$ cat src/rtl/tape_ld_pkg.sv
package tape_ld_pkg;
  localparam int OPC_W = 5;
  localparam logic [OPC_W-1:0] OPC_DEPOSIT     = 5'o15;
  localparam logic [OPC_W-1:0] OPC_DEPOSIT_ALT = 5'o12;
  localparam logic [OPC_W-1:0] OPC_JUMP        = 5'o30;

  typedef enum logic [2:0] {
    ST_RI_CMD,
    ST_RI_DATA,
    ST_BK_HDR1,
    ST_BK_HDR2,
    ST_BK_DATA,
    ST_BK_SUM,
    ST_DONE,
    ST_FAIL
  } ld_state_e;
endpackage

$ cat src/rtl/tape_frame_packer.sv
module tape_frame_packer #(
  parameter int CHUNK_W = 6,
  parameter int CHUNKS  = 3
) (
  input  logic                        clk,
  input  logic                        rst_n,
  input  logic                        take,
  input  logic [CHUNK_W+1:0]          frame,
  output logic                        word_valid,
  output logic [CHUNK_W*CHUNKS-1:0]   word,
  output logic                        partial
);
  localparam int FRAME_W = CHUNK_W + 2;
  localparam int CNT_W   = $clog2(CHUNKS);
  localparam int ACC_W   = (CHUNKS - 1) * CHUNK_W;

  logic [CNT_W-1:0] cnt_q, cnt_n;
  logic [ACC_W-1:0] acc_q, acc_n;
  logic             mark, last;
  logic [CHUNK_W-1:0] chunk;

  assign mark  = frame[FRAME_W-1];
  assign chunk = frame[CHUNK_W-1:0];
  assign last  = (cnt_q == CNT_W'(CHUNKS - 1));

  assign word       = {acc_q, chunk};
  assign word_valid = take && mark && last;
  assign partial    = (cnt_q != '0);

  generate
    if (CHUNKS > 2) begin : g_shift
      always_comb begin
        acc_n = acc_q;
        if (take && mark) acc_n = {acc_q[ACC_W-CHUNK_W-1:0], chunk};
      end
    end else begin : g_single
      always_comb begin
        acc_n = acc_q;
        if (take && mark) acc_n = chunk;
      end
    end
  endgenerate

  always_comb begin
    cnt_n = cnt_q;
    if (take && mark) cnt_n = last ? '0 : cnt_q + 1'b1;
  end

  always_ff @(posedge clk or negedge rst_n) begin
    if (!rst_n) begin
      cnt_q <= '0;
      acc_q <= '0;
    end else begin
      cnt_q <= cnt_n;
      acc_q <= acc_n;
    end
  end


  cnt_range_chk: assert property (@(posedge clk) disable iff (!rst_n)
    cnt_q < CNT_W'(CHUNKS));
endmodule

$ cat src/rtl/tape_ld_eac_add.sv
module tape_ld_eac_add #(
  parameter int W = 18
) (
  input  logic [W-1:0] a,
  input  logic [W-1:0] b,
  output logic [W-1:0] y
);
  logic [W:0] raw;
  assign raw = {1'b0, a} + {1'b0, b};
  assign y   = raw[W-1:0] + {{(W-1){1'b0}}, raw[W]};
endmodule

$ cat src/rtl/tape_ld_seq.sv
module tape_ld_seq
  import tape_ld_pkg::*;
#(
  parameter int WORD_W   = 18,
  parameter int ADDR_W   = 16,
  parameter int LOCAL_AW = 12
) (
  input  logic                         clk,
  input  logic                         rst_n,
  input  logic                         word_valid,
  input  logic [WORD_W-1:0]            word,
  input  logic                         partial,
  input  logic                         stream_end,
  input  logic                         block_en,
  input  logic [ADDR_W-LOCAL_AW-1:0]   field_base,
  input  logic                         wr_ready,
  output logic                         wr_valid,
  output logic [ADDR_W-1:0]            wr_addr,
  output logic [WORD_W-1:0]            wr_data,
  output logic [ADDR_W-1:0]            start_addr,
  output logic                         done,
  output logic                         fmt_err,
  output logic                         csum_err,
  output logic                         busy
);
  ld_state_e state_q, state_n;
  logic [LOCAL_AW-1:0] cur_q, cur_n, remain_q, remain_n;
  logic [WORD_W-1:0]   csum_q, csum_n, csum_sum, wr_data_n;
  logic [ADDR_W-1:0]   wr_addr_n, start_n;
  logic                wr_valid_n, done_n, fmt_n, csum_err_n;
  logic [OPC_W-1:0]    opc;
  logic [LOCAL_AW-1:0] low;
  logic [LOCAL_AW:0]   span;
  logic                open_end;

  assign opc  = word[WORD_W-1 -: OPC_W];
  assign low  = word[LOCAL_AW-1:0];
  assign span = {1'b0, low} - {1'b0, cur_q};
  assign open_end = (state_q != ST_DONE) && (state_q != ST_FAIL);

  tape_ld_eac_add #(.W(WORD_W)) u_add (.a(csum_q), .b(word), .y(csum_sum));

  always_comb begin
    state_n    = state_q;
    cur_n      = cur_q;
    remain_n   = remain_q;
    csum_n     = csum_q;
    wr_valid_n = wr_valid && !wr_ready;
    wr_addr_n  = wr_addr;
    wr_data_n  = wr_data;
    start_n    = start_addr;
    done_n     = 1'b0;
    fmt_n      = fmt_err;
    csum_err_n = csum_err;
    if (word_valid) begin
      unique case (state_q)
        ST_RI_CMD, ST_BK_HDR1: begin
          if (opc == OPC_JUMP) begin
            start_n = {field_base, low};
            if (state_q == ST_RI_CMD && block_en) state_n = ST_BK_HDR1;
            else begin
              state_n = ST_DONE;
              done_n  = 1'b1;
            end
          end else if (opc == OPC_DEPOSIT ||
                       (state_q == ST_RI_CMD && opc == OPC_DEPOSIT_ALT)) begin
            cur_n   = low;
            csum_n  = word;
            state_n = (state_q == ST_RI_CMD) ? ST_RI_DATA : ST_BK_HDR2;
          end else begin
            fmt_n   = 1'b1;
            state_n = ST_FAIL;
          end
        end
        ST_RI_DATA: begin
          wr_valid_n = 1'b1;
          wr_addr_n  = {field_base, cur_q};
          wr_data_n  = word;
          state_n    = ST_RI_CMD;
        end
        ST_BK_HDR2: begin
          if (opc != OPC_DEPOSIT || span[LOCAL_AW] || span == '0) begin
            fmt_n   = 1'b1;
            state_n = ST_FAIL;
          end else begin
            csum_n   = csum_sum;
            remain_n = span[LOCAL_AW-1:0];
            state_n  = ST_BK_DATA;
          end
        end
        ST_BK_DATA: begin
          wr_valid_n = 1'b1;
          wr_addr_n  = {field_base, cur_q};
          wr_data_n  = word;
          csum_n     = csum_sum;
          cur_n      = cur_q + 1'b1;
          remain_n   = remain_q - 1'b1;
          if (remain_q == LOCAL_AW'(1)) state_n = ST_BK_SUM;
        end
        ST_BK_SUM: begin
          if (word != csum_q) begin
            csum_err_n = 1'b1;
            state_n    = ST_FAIL;
          end else state_n = ST_BK_HDR1;
        end
        default: ;
      endcase
    end else if (stream_end && open_end) begin
      fmt_n   = 1'b1;
      state_n = ST_FAIL;
    end
  end

  always_ff @(posedge clk or negedge rst_n) begin
    if (!rst_n) begin
      state_q    <= ST_RI_CMD;
      cur_q      <= '0;
      remain_q   <= '0;
      csum_q     <= '0;
      wr_valid   <= 1'b0;
      wr_addr    <= '0;
      wr_data    <= '0;
      start_addr <= '0;
      done       <= 1'b0;
      fmt_err    <= 1'b0;
      csum_err   <= 1'b0;
    end else begin
      state_q    <= state_n;
      cur_q      <= cur_n;
      remain_q   <= remain_n;
      csum_q     <= csum_n;
      wr_valid   <= wr_valid_n;
      wr_addr    <= wr_addr_n;
      wr_data    <= wr_data_n;
      start_addr <= start_n;
      done       <= done_n;
      fmt_err    <= fmt_n;
      csum_err   <= csum_err_n;
    end
  end

  assign busy = open_end && !wr_valid;


  wr_hold_chk: assert property (@(posedge clk) disable iff (!rst_n)
    (wr_valid && !wr_ready) |=> (wr_valid && $stable(wr_addr) && $stable(wr_data)));

  fmt_sticky_chk: assert property (@(posedge clk) disable iff (!rst_n)
    fmt_err |=> fmt_err);

  csum_sticky_chk: assert property (@(posedge clk) disable iff (!rst_n)
    csum_err |=> csum_err);

  done_pulse_chk: assert property (@(posedge clk) disable iff (!rst_n)
    done |=> !done);

  halt_on_err_chk: assert property (@(posedge clk) disable iff (!rst_n)
    (fmt_err || csum_err) |-> !busy);

  single_err_chk: assert property (@(posedge clk) disable iff (!rst_n)
    !(fmt_err && csum_err));
endmodule

$ cat src/rtl/tape_loader.sv
module tape_loader #(
  parameter int CHUNK_W  = 6,
  parameter int CHUNKS   = 3,
  parameter int ADDR_W   = 16,
  parameter int LOCAL_AW = 12
) (
  input  logic                         clk,
  input  logic                         rst_n,
  input  logic                         frame_valid,
  input  logic [CHUNK_W+1:0]           frame_data,
  output logic                         frame_ready,
  input  logic                         stream_end,
  input  logic                         block_en,
  input  logic [ADDR_W-LOCAL_AW-1:0]   field_base,
  output logic                         wr_valid,
  input  logic                         wr_ready,
  output logic [ADDR_W-1:0]            wr_addr,
  output logic [CHUNK_W*CHUNKS-1:0]    wr_data,
  output logic [ADDR_W-1:0]            start_addr,
  output logic                         done,
  output logic                         fmt_err,
  output logic                         csum_err
);
  localparam int WORD_W = CHUNK_W * CHUNKS;

  logic              rst_meta_q, rst_sync_n;
  logic              take, word_valid, partial, busy;
  logic [WORD_W-1:0] word;

  always_ff @(posedge clk or negedge rst_n) begin
    if (!rst_n) begin
      rst_meta_q <= 1'b0;
      rst_sync_n <= 1'b0;
    end else begin
      rst_meta_q <= 1'b1;
      rst_sync_n <= rst_meta_q;
    end
  end

  assign frame_ready = busy && rst_sync_n;
  assign take        = frame_valid && frame_ready;

  tape_frame_packer #(.CHUNK_W(CHUNK_W), .CHUNKS(CHUNKS)) u_packer (
    .clk(clk), .rst_n(rst_sync_n), .take(take), .frame(frame_data),
    .word_valid(word_valid), .word(word), .partial(partial)
  );

  tape_ld_seq #(.WORD_W(WORD_W), .ADDR_W(ADDR_W), .LOCAL_AW(LOCAL_AW)) u_seq (
    .clk(clk), .rst_n(rst_sync_n), .word_valid(word_valid), .word(word),
    .partial(partial), .stream_end(stream_end), .block_en(block_en),
    .field_base(field_base), .wr_ready(wr_ready), .wr_valid(wr_valid),
    .wr_addr(wr_addr), .wr_data(wr_data), .start_addr(start_addr),
    .done(done), .fmt_err(fmt_err), .csum_err(csum_err), .busy(busy)
  );


  stall_on_write_chk: assert property (@(posedge clk) disable iff (!rst_sync_n)
    wr_valid |-> !frame_ready);

  end_mid_word_chk: assert property (@(posedge clk) disable iff (!rst_sync_n)
    (stream_end && partial && !word_valid && !done && !fmt_err && !csum_err
     && frame_ready) |=> fmt_err);
endmodule

$ cat config.mk
export PLATFORM = sky130hd
export DESIGN_NAME = tape_loader
export DESIGN_NICKNAME = d
export VERILOG_FILES = /design/src/rtl/tape_ld_pkg.sv /design/src/rtl/tape_frame_packer.sv /design/src/rtl/tape_ld_eac_add.sv /design/src/rtl/tape_ld_seq.sv /design/src/rtl/tape_loader.sv
export SDC_FILE = /design/constraint.sdc
export NUM_CORES = 1
export LEC_CHECK = 0
export ABC_AREA = 1
export ABC_CLOCK_PERIOD_IN_PS = 4080
export BUFFER_PORTS_ARGS = -buffer_cell sky130_fd_sc_hd__buf_2
export CAP_MARGIN = 20
export CORE_ASPECT_RATIO = 1.25
export CORE_UTILIZATION = 56
export CTS_BUF_LIST = sky130_fd_sc_hd__clkbuf_4 sky130_fd_sc_hd__clkbuf_8
export CTS_CLUSTER_SIZE = 10
export DETAILED_ROUTE_END_ITERATION = 8
export MAX_ROUTING_LAYER = met4
export PLACE_DENSITY = 0.85
export SETUP_SLACK_MARGIN = 0.2
export SYNTH_ARGS = -nofsm -noshare
export SYNTH_HDL_FRONTEND = slang
export SYNTH_SLANG_ARGS = --single-unit
$ cat constraint.sdc
create_clock -name clk -period 4.08 [get_ports clk]
set_input_delay 0.816 -clock clk [delete_from_list [all_inputs] [get_ports clk]]
set_output_delay 0.816 -clock clk [all_outputs]
set_load 0.1 [all_outputs]
# After elaboration in Yosys (flattened, before gate mapping)

Cells that the tools add are included.

Add/subtract/negate cells: 6
Equal/unequal tests: 23
Muxes and demuxes: 32
Reduce and logical (&&, ||, !) cells: 31

Operators by type and width:

| operator                                                                | count |
|---|---|
| 18-bit 2-to-1 mux                                                       | 3 |
| 18-bit case mux with 3 select lines                                     | 1 |
| 12-bit case mux with 2 select lines                                     | 2 |
| 12-bit 2-to-1 mux                                                       | 3 |
| 3-bit 2-to-1 mux                                                        | 7 |
| 3-bit inequality test (second input constant)                           | 7 |
| 18-bit by 18-bit adder with 19-bit output                               | 1 |
| 18-bit by 1-bit adder with 18-bit output                                | 1 |
| 18-bit inequality test                                                  | 1 |
| 3-bit case mux with 5 select lines                                      | 1 |
| 13-bit logical NOT                                                      | 1 |
| 12-bit by 12-bit subtractor with 13-bit output                          | 1 |
| 12-bit by 1-bit adder with 12-bit output (second input constant)        | 1 |
| 12-bit by 1-bit equality test with 1-bit output (second input constant) | 1 |
| 3-bit AND reduction                                                     | 4 |
| 12-bit by 1-bit subtractor with 12-bit output (second input constant)   | 1 |
| 1-bit 2-to-1 mux                                                        | 11 |
| 5-bit by 4-bit equality test with 1-bit output (second input constant)  | 2 |
| 1-bit logical AND                                                       | 10 |
| 5-bit AND reduction                                                     | 2 |
| 3-bit by 2-bit equality test with 1-bit output (second input constant)  | 2 |
| 3-bit equality test (second input constant)                             | 2 |
| 2-bit 2-to-1 mux                                                        | 3 |
| 6-bit inequality test (second input constant)                           | 1 |
| other kinds (16)                                                        | 23 |

Register bits: 115
Bits of input ports: 18
Output and inout port bits: 55
Word-level logic and storage cells: 107

# Longest topological paths before layout

Gate-level depths: netlist of the first run.

Depth in word-level cells: 9
Gate-level depth with buffers: 27
Depth with buffers taken out: 27

# Cells and area by module

From an unflattened synthesis of the first run, not the netlist that was laid out.

Cells, all modules: 1151
Area, all modules: 8109.0 µm²

Modules (own cells, without submodules):

| module            | times used | cells an instance | area an instance (µm²) | seq. area each (µm²) |
|---|---|---|---|---|
| tape_ld_seq       | 1          | 762               | 5709.2                 | 2477.4 |
| tape_ld_eac_add   | 1          | 310               | 1690.4                 | 0.0 |
| tape_frame_packer | 1          | 72                | 638.1                  | 350.3 |
| tape_loader       | 1          | 7                 | 71.3                   | 50.0 |

# Worst setup path before layout of the first run

No wires, ideal clock.

Kind: register -> output
Start point: register rst_sync_n
End point: output frame_ready
Data arrival time: 3.947 ns
Data required time: 3.264 ns
Setup slack: -0.683 ns
Cell stages (with the launch flop): 3
Buffers on the path: 0
Cell sequence: dfrtp_1 > nand3_1 > inv_1

Longest elaborated chain between the ends: 1

RTL lines:

| what                   | RTL line          | text |
|---|---|---|
| from (decl)            | tape_loader.sv:26 | `logic rst_meta_q, rst_sync_n;` |
| from (signal assigned) | tape_loader.sv:36 | `rst_sync_n <= rst_meta_q;` |
| 1-bit logical AND      | tape_loader.sv:40 | `assign frame_ready = busy && rst_sync_n;` |
| to (decl)              | tape_loader.sv:11 | `output logic frame_ready,` |

Every way passes these cells.

# Final worst setup path of the first run

Start point: input frame_data[0]
End point: register u_seq.csum_q[16]

Longest elaborated chain between the ends: 5
Elaborated cells between the ends (all ways): 10
Those cells by class: add/sub (3); eq/ne (1); mux (2); reduce/logical (4)

RTL lines:

| what                                                                              | RTL line           | text |
|---|---|---|
| from (decl)                                                                       | tape_loader.sv:10  | `input logic [CHUNK_W+1:0] frame_data,` |
| branches (longest 5 deep; another with 18-bit by 18-bit adder with 19-bit output) | --                 |  |
| to (signal assigned)                                                              | tape_ld_seq.sv:131 | `csum_q <= csum_n;` |
| to (decl)                                                                         | tape_ld_seq.sv:28  | `logic [WORD_W-1:0] csum_q, csum_n, csum_sum, wr_data_n;` |

Several ways; the timed one is not identified. The select of a mux whose other input is x is not followed.
A chain may end at the register's enable or synchronous reset.

==> results by stage, run 1 <==
Synth:
- Counting every net in the synthesized netlist gives 1197.
- In the synthesized netlist the dominant register cell turns out to be dfrtp_1.
- The number of instances in the synthesized netlist is 1142.
- The total of warnings raised by yosys is 0.
- A synthesized cell averages 6.73 um2.
- The post-synth design cell area is 0.00769 mm2.
- The count of flip-flops with a built-in enable after synthesis is 0.
- The part of the Yosys area used for sequential elements is 0.374.
- The count of distinct cell types in the synthesized netlist is 41.
- The synthesis-stage register bit count is 115.
- Counting flops with an async set or reset pin after synthesis yields a share of 1.00.

Cells and area:
- The layout filler cell count is 1120.
- For this run, the post-layout net count is 1303.
- The signed area change from the synthesized netlist to the final layout is 16.5%.
- The share of post-route cells with drive strength above 1 is 0.149.
- The final core utilization is 0.671.
- The library cells used most frequently in the layout, excluding fill and tap cells, are nand2_1 (406), inv_1 (143), dfrtp_1 (114).
- The most frequent standard cell in the layout excluding fill and tap cells is nand2_1.
- The diode insertion count for antenna repair is 0.

Route:
- The via count of the routed design is 7828.
- The vias per cell is 5.47.
- The number of optimization iterations in the first detailed-route pass is 5.
- After the first detailed-routing iteration, the DRC count stood at 653.
- The final wirelength is 21.3 mm.
- Once detail routing completed, the nets flagged for antenna violations numbered 0.
- The post-detailed-route DRC marker count is 0.
- After detailed routing, the average wire length per cell comes to 14.9 um.

Pwr:
- The part of the total power dissipated in the clock network is 0.446.
- Of the total power, registers draw 0.459.
- The part of the total power dissipated in combinational logic is 0.095.
- The share of total power consumed by net switching is 0.288.
- The internal cell power is 1.79 mW.
- The standby leakage power is 5.05 nW.
- For this design the ratio of total power to cell area is 281 mW/mm2.
- In this run the power spent charging and discharging nets is 727 uW.
- The worst supply voltage drop on vdd is 0.214 mV.

STA:
- The clock arrives with 0.0138 ns of skew.
- The clock period minus final worst setup slack is 3.72 ns.
- The worst-margin pin slew is 0.931 ns.
- The total count of max-transition violations in the final report is 0.
- Static timing analysis puts the maximum clock frequency at 269 MHz.
- The number of endpoints with negative hold slack in the final report came to 0.
- The final worst-path setup slack is 0.356 ns.
- Setup repair after global routing could not meet its margin everywhere.
- Measured against its own limit, the worst slew margin works out to 0.378.
- The number of endpoints failing setup at the final stage is 0.
- The post-route clock period utilization is 0.913.

CTS:
- Clock tree synthesis inserted a total of 17 buffers.
- The clock net in this run drives a total of 115 sinks.
- The clock-pin transition on the worst setup and hold timing paths is 0.08 ns.
- The clock insertion delay at the later pin of the skew report is 0.45 ns.
- The deepest clock path buffer count is 2.
- The TritonCTS clock tree is built.
- Clock tree synthesis selected as its root buffer the cell clkbuf_8.
- In this run the number of H-tree levels came out at 4.

Critical path:
- STA classifies the critical path startpoint as a primary input.
- The kind of critical path is in -> reg.
- The internal reg-to-reg setup slack is 0.47 ns.
- The data required time at the worst endpoint is 4.42 ns.
- The worst setup path endpoint is u_seq.csum_q[16].
- The most critical setup path has its startpoint at frame_data[0].
- The most frequent cell on the critical path is nand2_1.
- The number of cells on the worst reg-to-reg path is 24.
- In this run the critical register-to-register path is captured at u_seq.csum_q[16].
- The startpoint identified for the worst register-to-register timing path is u_packer.acc_q[0].
- The worst setup path is captured at a register.
- Data on the critical path arrives at its endpoint at 4.06 ns.
- For this run, the slowest stage of the critical path takes 0.39 ns.
- The largest driver fanout on the critical path is 3.
- On the critical path, the stage with the largest delay is an instance of fa_2.

Global route:
- The largest net degree at the start of global routing is 70.
- The via count of the first global-routing pass came to 7356.
- The global router's overall resource usage is 0.322.
- The first-pass GRT wire length is 34.6 mm.
- The number of antenna violations at the first check in global routing is 0.
- Summed over all layers, the global routing overflow is 0.

Die:
- The core area is 0.0133 mm2.
- The floorplan has 47 rows.
- Measured along the x axis, the die boundary spans 107 um.
- The height of the die is 133 um.
- The die covers 0.0142 mm2.
- For this configuration, the core starts out at a cell density of 0.576.
- Pin placement for this block handled 73 I/O pins.

Run:
- The max-cap violation count is 0.

Placement:
- The total half-perimeter wirelength after legalization and detailed placement is 16.1 mm.
- Before CTS, the worst setup slack after placement is -0.270 ns.
- The global placer's final weighted congestion is 0.954.
- Buffers placed on the I/O ports in this run total 71.

Min path:
- The class of the tightest hold or removal check is in -> async.

Status:
- The flow ran to the end, and the final reports show no timing, DRC or antenna violations.
layer usage:
metal | GRT usage | wire length (um) | share of wire
met3 | 0.0488 | 1270 | 0.059
met1 | 0.399 | 8960 | 0.42
met2 | 0.514 | 10300 | 0.48
met5 | - | 0 | 0
met4 | 0.152 | 794 | 0.037
cell families (layout without fill, tap and decap cells):
logic type,after synthesis,after routing,share of synthesized area
and+or+nand+nor,630,630,0.338
buffers and inverters,176,295,0.0915
AOI/OAI and AO/OA,172,172,0.121
DFF,115,115,0.374
adders and majority gates,37,37,0.0622
xor gates and xnor gates,11,11,0.0125
other,1,1,0.000488
synthesized netlist by cell type, types with 3 or more instances:
master,n,area (um2)
o21bai_1,3,22.5
a31oi_1,3,18.8
buf_6,3,33.8
xor2_1,8,70.1
ha_1,35,438
nand2_2,3,18.8
o21ai_1,8,40.0
nor2_1,84,315
nor2_2,6,37.5
inv_2,4,15.0
nand4_1,14,87.6
o21ai_0,111,556
a21oi_1,29,145
o211ai_1,4,30.0
xnor2_1,3,26.3
nor3_1,12,60.1
dfrtp_1,115,2880
buf_4,3,22.5
clkbuf_1,15,56.3
nor4_1,5,31.3
o22ai_1,4,25.0
buf_2,6,30.0
nand2_1,409,1540
a22oi_1,4,30.0
nand3_1,89,445
inv_1,144,541
worst min-delay path by stage:
stage               startpoint          to  depth (start not counted)
global placement    rst_meta_q  rst_sync_n                          0
CTS                      rst_n  rst_sync_n                          1
finish                   rst_n  rst_sync_n                          1
detailed placement  rst_meta_q  rst_sync_n                          0
global route             rst_n  rst_sync_n                          1
floorplan           rst_meta_q  rst_sync_n                          0
per-stage QoR:
stage          hold slack [ns]  area (um2)  total power, mW  cells  setup TNS, ns
2_1_floorplan            0.331        7690             1.33   1142              0
3_3_place_gp             0.336        8440             1.41   1398         -0.946
3_5_place_dp             0.344        8440             1.41   1398          -1.69
4_1_cts                  0.130        8850             2.53   1430              0
5_1_grt                  0.128        8960             2.63   1432              0
6_report                 0.153        8960             2.52   1432              0
worst max-delay path, delay by kind of cell:
family          cells  cell delay, ns
simple gates       17            1.56
fa+ha+maj           4            0.98
buf+inv             5            0.36
compound gates      2            0.32
flip-flops by register name (all words and copies together), names as in the netlist, 2 cells and up:
| register | flops |
|---|---|
| u_seq.csum_q | 18 |
| u_seq.wr_data | 18 |
| u_seq.start_addr | 16 |
| u_seq.wr_addr | 16 |
| u_packer.acc_q | 12 |
| u_seq.cur_q | 12 |
| u_seq.remain_q | 12 |
| u_seq.state_q | 3 |
| u_packer.cnt_q | 2 |
power by group through the flow:
stage	logic [mW]	clock network, mW	registers [mW]
after floorplan	0.137	0	1.19
after global placement	0.228	0	1.18
after detailed placement	0.231	0	1.18
after CTS	0.232	1.14	1.16
after global routing	0.269	1.20	1.16
final	0.240	1.12	1.16
repair_timing:
item,4_1_cts,5_1_grt
buffers inserted,0,2
hold buffers,0,0
endpoints found under the setup margin,0,10
gates resized for setup,0,25
cell type report:
| type | instances | area (um2) | share of cell area |
|---|---|---|---|
| well taps | 171 | 214 | 0.0239 |
| clock inverters | 15 | 185 | 0.0207 |
| clock buffers | 17 | 234 | 0.0261 |
| multi-input cells | 851 | 4200 | 0.469 |
| repair buffers | 114 | 678 | 0.0757 |
| flip-flops and latches | 115 | 2880 | 0.322 |
| inverters | 149 | 561 | 0.0626 |
(Power assumes the default switching activity.)
==> run 2, diff against run 1 <==
--- a/config.mk
+++ b/config.mk
@@ -7,7 +7,7 @@
 export LEC_CHECK = 0
 export ABC_AREA = 1
 export ABC_CLOCK_PERIOD_IN_PS = 4080
-export BUFFER_PORTS_ARGS = -buffer_cell sky130_fd_sc_hd__buf_2
+export BUFFER_PORTS_ARGS = -buffer_cell sky130_fd_sc_hd__buf_4
 export CAP_MARGIN = 20
 export CORE_ASPECT_RATIO = 1.25
 export CORE_UTILIZATION = 56
==> run 2 against run 1 <==
Effect of this change: the flow now finishes with violations (DRC); setup slack worse by 0.018 ns; routed wire length up 5.2%; fmax down 0.47%; via count up 1.5%; register-to-register slack worse by 0.05 ns; clock skew up 0.0025 ns; sequential share of layout area down 0.63 points; sequential power about the same; sequential cell count unchanged; final cell count down 0.28%; first-iteration DRC count up 29%; largest cell class unchanged; largest power group is now the clock network; highest routed layer unchanged.
==> results by stage, run 2 (same netlist as run 1, synthesis figures left out) <==
CTS:
- The root buffer selected by CTS is clkbuf_8.
- Counting along the longest clock path gives a buffer depth of 2.
- The clock insertion delay at the later pin of the skew report is 0.45 ns.
- Clock-pin slew was measured on the worst setup and hold paths at 0.07 ns.
- The tree built by TritonCTS fans out to 115 sinks.
- The number of levels in the clock H-tree is 4.
- The number of setup buffers added after CTS is 0.
- The hold-fix buffer count after cts is 0.
- TritonCTS built the clock tree.
- TritonCTS created 17 clock buffers.

Die:
- The count of standard-cell rows is 47.
- The height of the die is 133 um.
- The total die area is 0.0142 mm2.
- The core area is 0.0133 mm2.
- The effective utilization at floorplan is 0.576.
- 73 I/O pins were placed.
- Measured along the x axis, the die boundary spans 107 um.

Route:
- The post-detailed-route DRC marker count is 1.
- The via count of the routed design is 7947.
- The number of violations reported at the end of detailed-routing iteration 0 is 845.
- In the routed layout, each cell is associated on average with a via count of 5.57.
- The remaining number of nets flagged by the antenna check after routing is 0.
- The final routed wire length divided by cell count is 15.7 um.
- The number of optimization iterations in the first detailed-route pass is 8.
- The final wirelength is 22.5 mm.

STA:
- The worst relative slew slack is 0.347.
- The final worst-path setup slack is 0.338 ns.
- Timing would allow up to 267 MHz.
- Setup repair after global routing left no endpoint under its margin.
- The worst clock skew on the final layout is 0.0163 ns.
- The number of endpoints failing setup at the final stage is 0.
- For the finished layout, the period the worst path requires is 3.74 ns.
- The worst-margin pin slew is 0.978 ns.
- For the final routed database, the setup TNS stands at 0 ns.
- The total count of max-transition violations in the final report is 0.
- Dividing the final minimum period by the clock period gives 0.917.
- The number of endpoints with negative hold slack in the final report is 0.

Min path:
- The class of the tightest hold or removal check is in -> async.

Cells and area:
- The final net count is 1299.
- In the layout the commonest cells are nand2_1 (406), inv_1 (144), dfrtp_1 (114).
- The largest registers in the layout are u_seq.csum_q: 18 flops, u_seq.wr_data: 18 flops.
- The layout filler cell count is 1131.
- The diode insertion count for antenna repair is 0.
- Leaving out fill and tap cells, the most frequent cell in the layout is nand2_1.
- Excluding fillers, the count of instances in the completed layout stands at 1428.
- Compared with the post-synthesis result, the final layout area differs by 18.8%.
- The share of post-route cells with drive strength above 1 is 0.143.

Pwr:
- The worst-case IR drop observed on VDD is 0.219 mV.
- The power density of the placed cells is 284 mW/mm2.
- The part of the total power dissipated in the clock network is 0.459.
- Of the total power, registers draw 0.448.
- The share of total power dissipated in combinational logic is 0.093.
- Of the total power, the share spent switching nets is 0.265.
- The standby leakage power is 5.06 nW.
- The internal portion of the total power is 1.91 mW.
- The reported net switching power is 689 uW.
- The design draws 2.60 mW.

Critical path:
- The data arrival time of the critical path is 4.08 ns.
- The worst register-to-register path has a setup slack of 0.42 ns.
- The critical path startpoint category is a primary input.
- The data required time at the worst endpoint is 4.42 ns.
- The kind of critical path is in -> reg.
- STA classifies the critical path endpoint as a register.
- The number of cells on the worst reg-to-reg path is 27.
- The largest driver fanout on the critical path is 3.

Global route:
- The first global-routing pass estimated 35.7 mm of wire.
- The number of antenna violations at the first check in global routing is 0.
- The via count of the first global-routing pass is 7587.
- The global router's overall resource usage is 0.331.
- The total overflow reported by the global router is 0.
- Entering global routing, the biggest net connects 83 pins.

Run:
- Max-cap violations in this run came to 0.

Placement:
- The minimum setup slack after placement is -0.286 ns.
- The count of buffers inserted at the top-level ports is 71.
- After detailed placement, the design holds a cell count of 1395.
- The global placer's final weighted congestion is 0.982.
- The total half-perimeter wirelength after legalization and detailed placement is 16.1 mm.

Status:
- The run finished, with violations left.
- The final reports fail on DRC.
-- run 2: cell type report --
cell class	count	area, um2	share of cell area
Tap cell	171	214	0.0234
Multi-Input combinational cell	851	4190	0.459
Sequential cell	115	2880	0.315
Clock buffer	18	241	0.0264
Inverter	149	561	0.0614
Timing Repair Buffer	110	846	0.0926
Clock inverter	14	198	0.0216
-- run 2: final timing paths --
| check | start | endpoint |
|---|---|---|
| max | frame_data[0] | u_seq.csum_q[16] |
| min | rst_n | rst_sync_n |
| max reg2reg | u_seq.csum_q[0] | u_seq.csum_q[16] |
| min reg2reg | rst_sync_n | u_seq.remain_q[4] |
| max in group asynchronous | rst_sync_n | u_seq.wr_addr[1] |
| min in group clk | rst_meta_q | rst_sync_n |
-- run 2: power by group through the flow --
| stage | registers, mW | clock network, mW | logic (mW) |
|---|---|---|---|
| floorplan | 1.19 | 0 | 0.137 |
| detailed placement | 1.18 | 0 | 0.226 |
| global placement | 1.18 | 0 | 0.223 |
| finish | 1.16 | 1.19 | 0.240 |
| CTS | 1.16 | 1.19 | 0.228 |
| global route | 1.17 | 1.25 | 0.268 |
-- run 2: worst max-delay path: stages --
cell and delay (ns):
buf_4 0.13, ha_4 0.15, inv_1 0.05, fa_1 0.37, inv_1 0.08, nand3_1 0.10
nand2_2 0.11, nand2_2 0.07, nand2_2 0.10, nand3_1 0.10, nand2_1 0.11, a21oi_1 0.07
o21bai_1 0.28, ha_2 0.25, ha_1 0.16, inv_1 0.05, nor2_2 0.14, nand3_2 0.13
nor2_4 0.16, nand2_1 0.10, inv_1 0.06, nand2_1 0.07, nor2_2 0.12, nand2_1 0.06
nand2_1 0.05, nand3_1 0.06, nand2_1 0.07, nand2_1 0.05
-- run 2: repair_timing --
item / CTS / global route
setup endpoints to repair: 2 / 10
pin swaps: 0 / 6
resized for setup: 1 / 19
-- run 2: stage by stage --
stage	area, um2	hold WS [ns]	utilization
floorplan	7690	0.331	-
global placement	8590	0.280	0.644
detailed placement	8590	0.282	0.644
CTS	9030	0.138	0.677
global route	9140	0.131	0.684
finish	9140	0.140	0.684
-- run 2: metal layers --
metal  wire [um]  up-vias  part of all wire  GRT usage
met2       11400      316              0.51      0.564
met5           0        -                 0          -
met1        9100     3705              0.41      0.395
met3        1390       55             0.062     0.0458
li1            -     3871                 -          -
met4         558        0             0.025      0.127
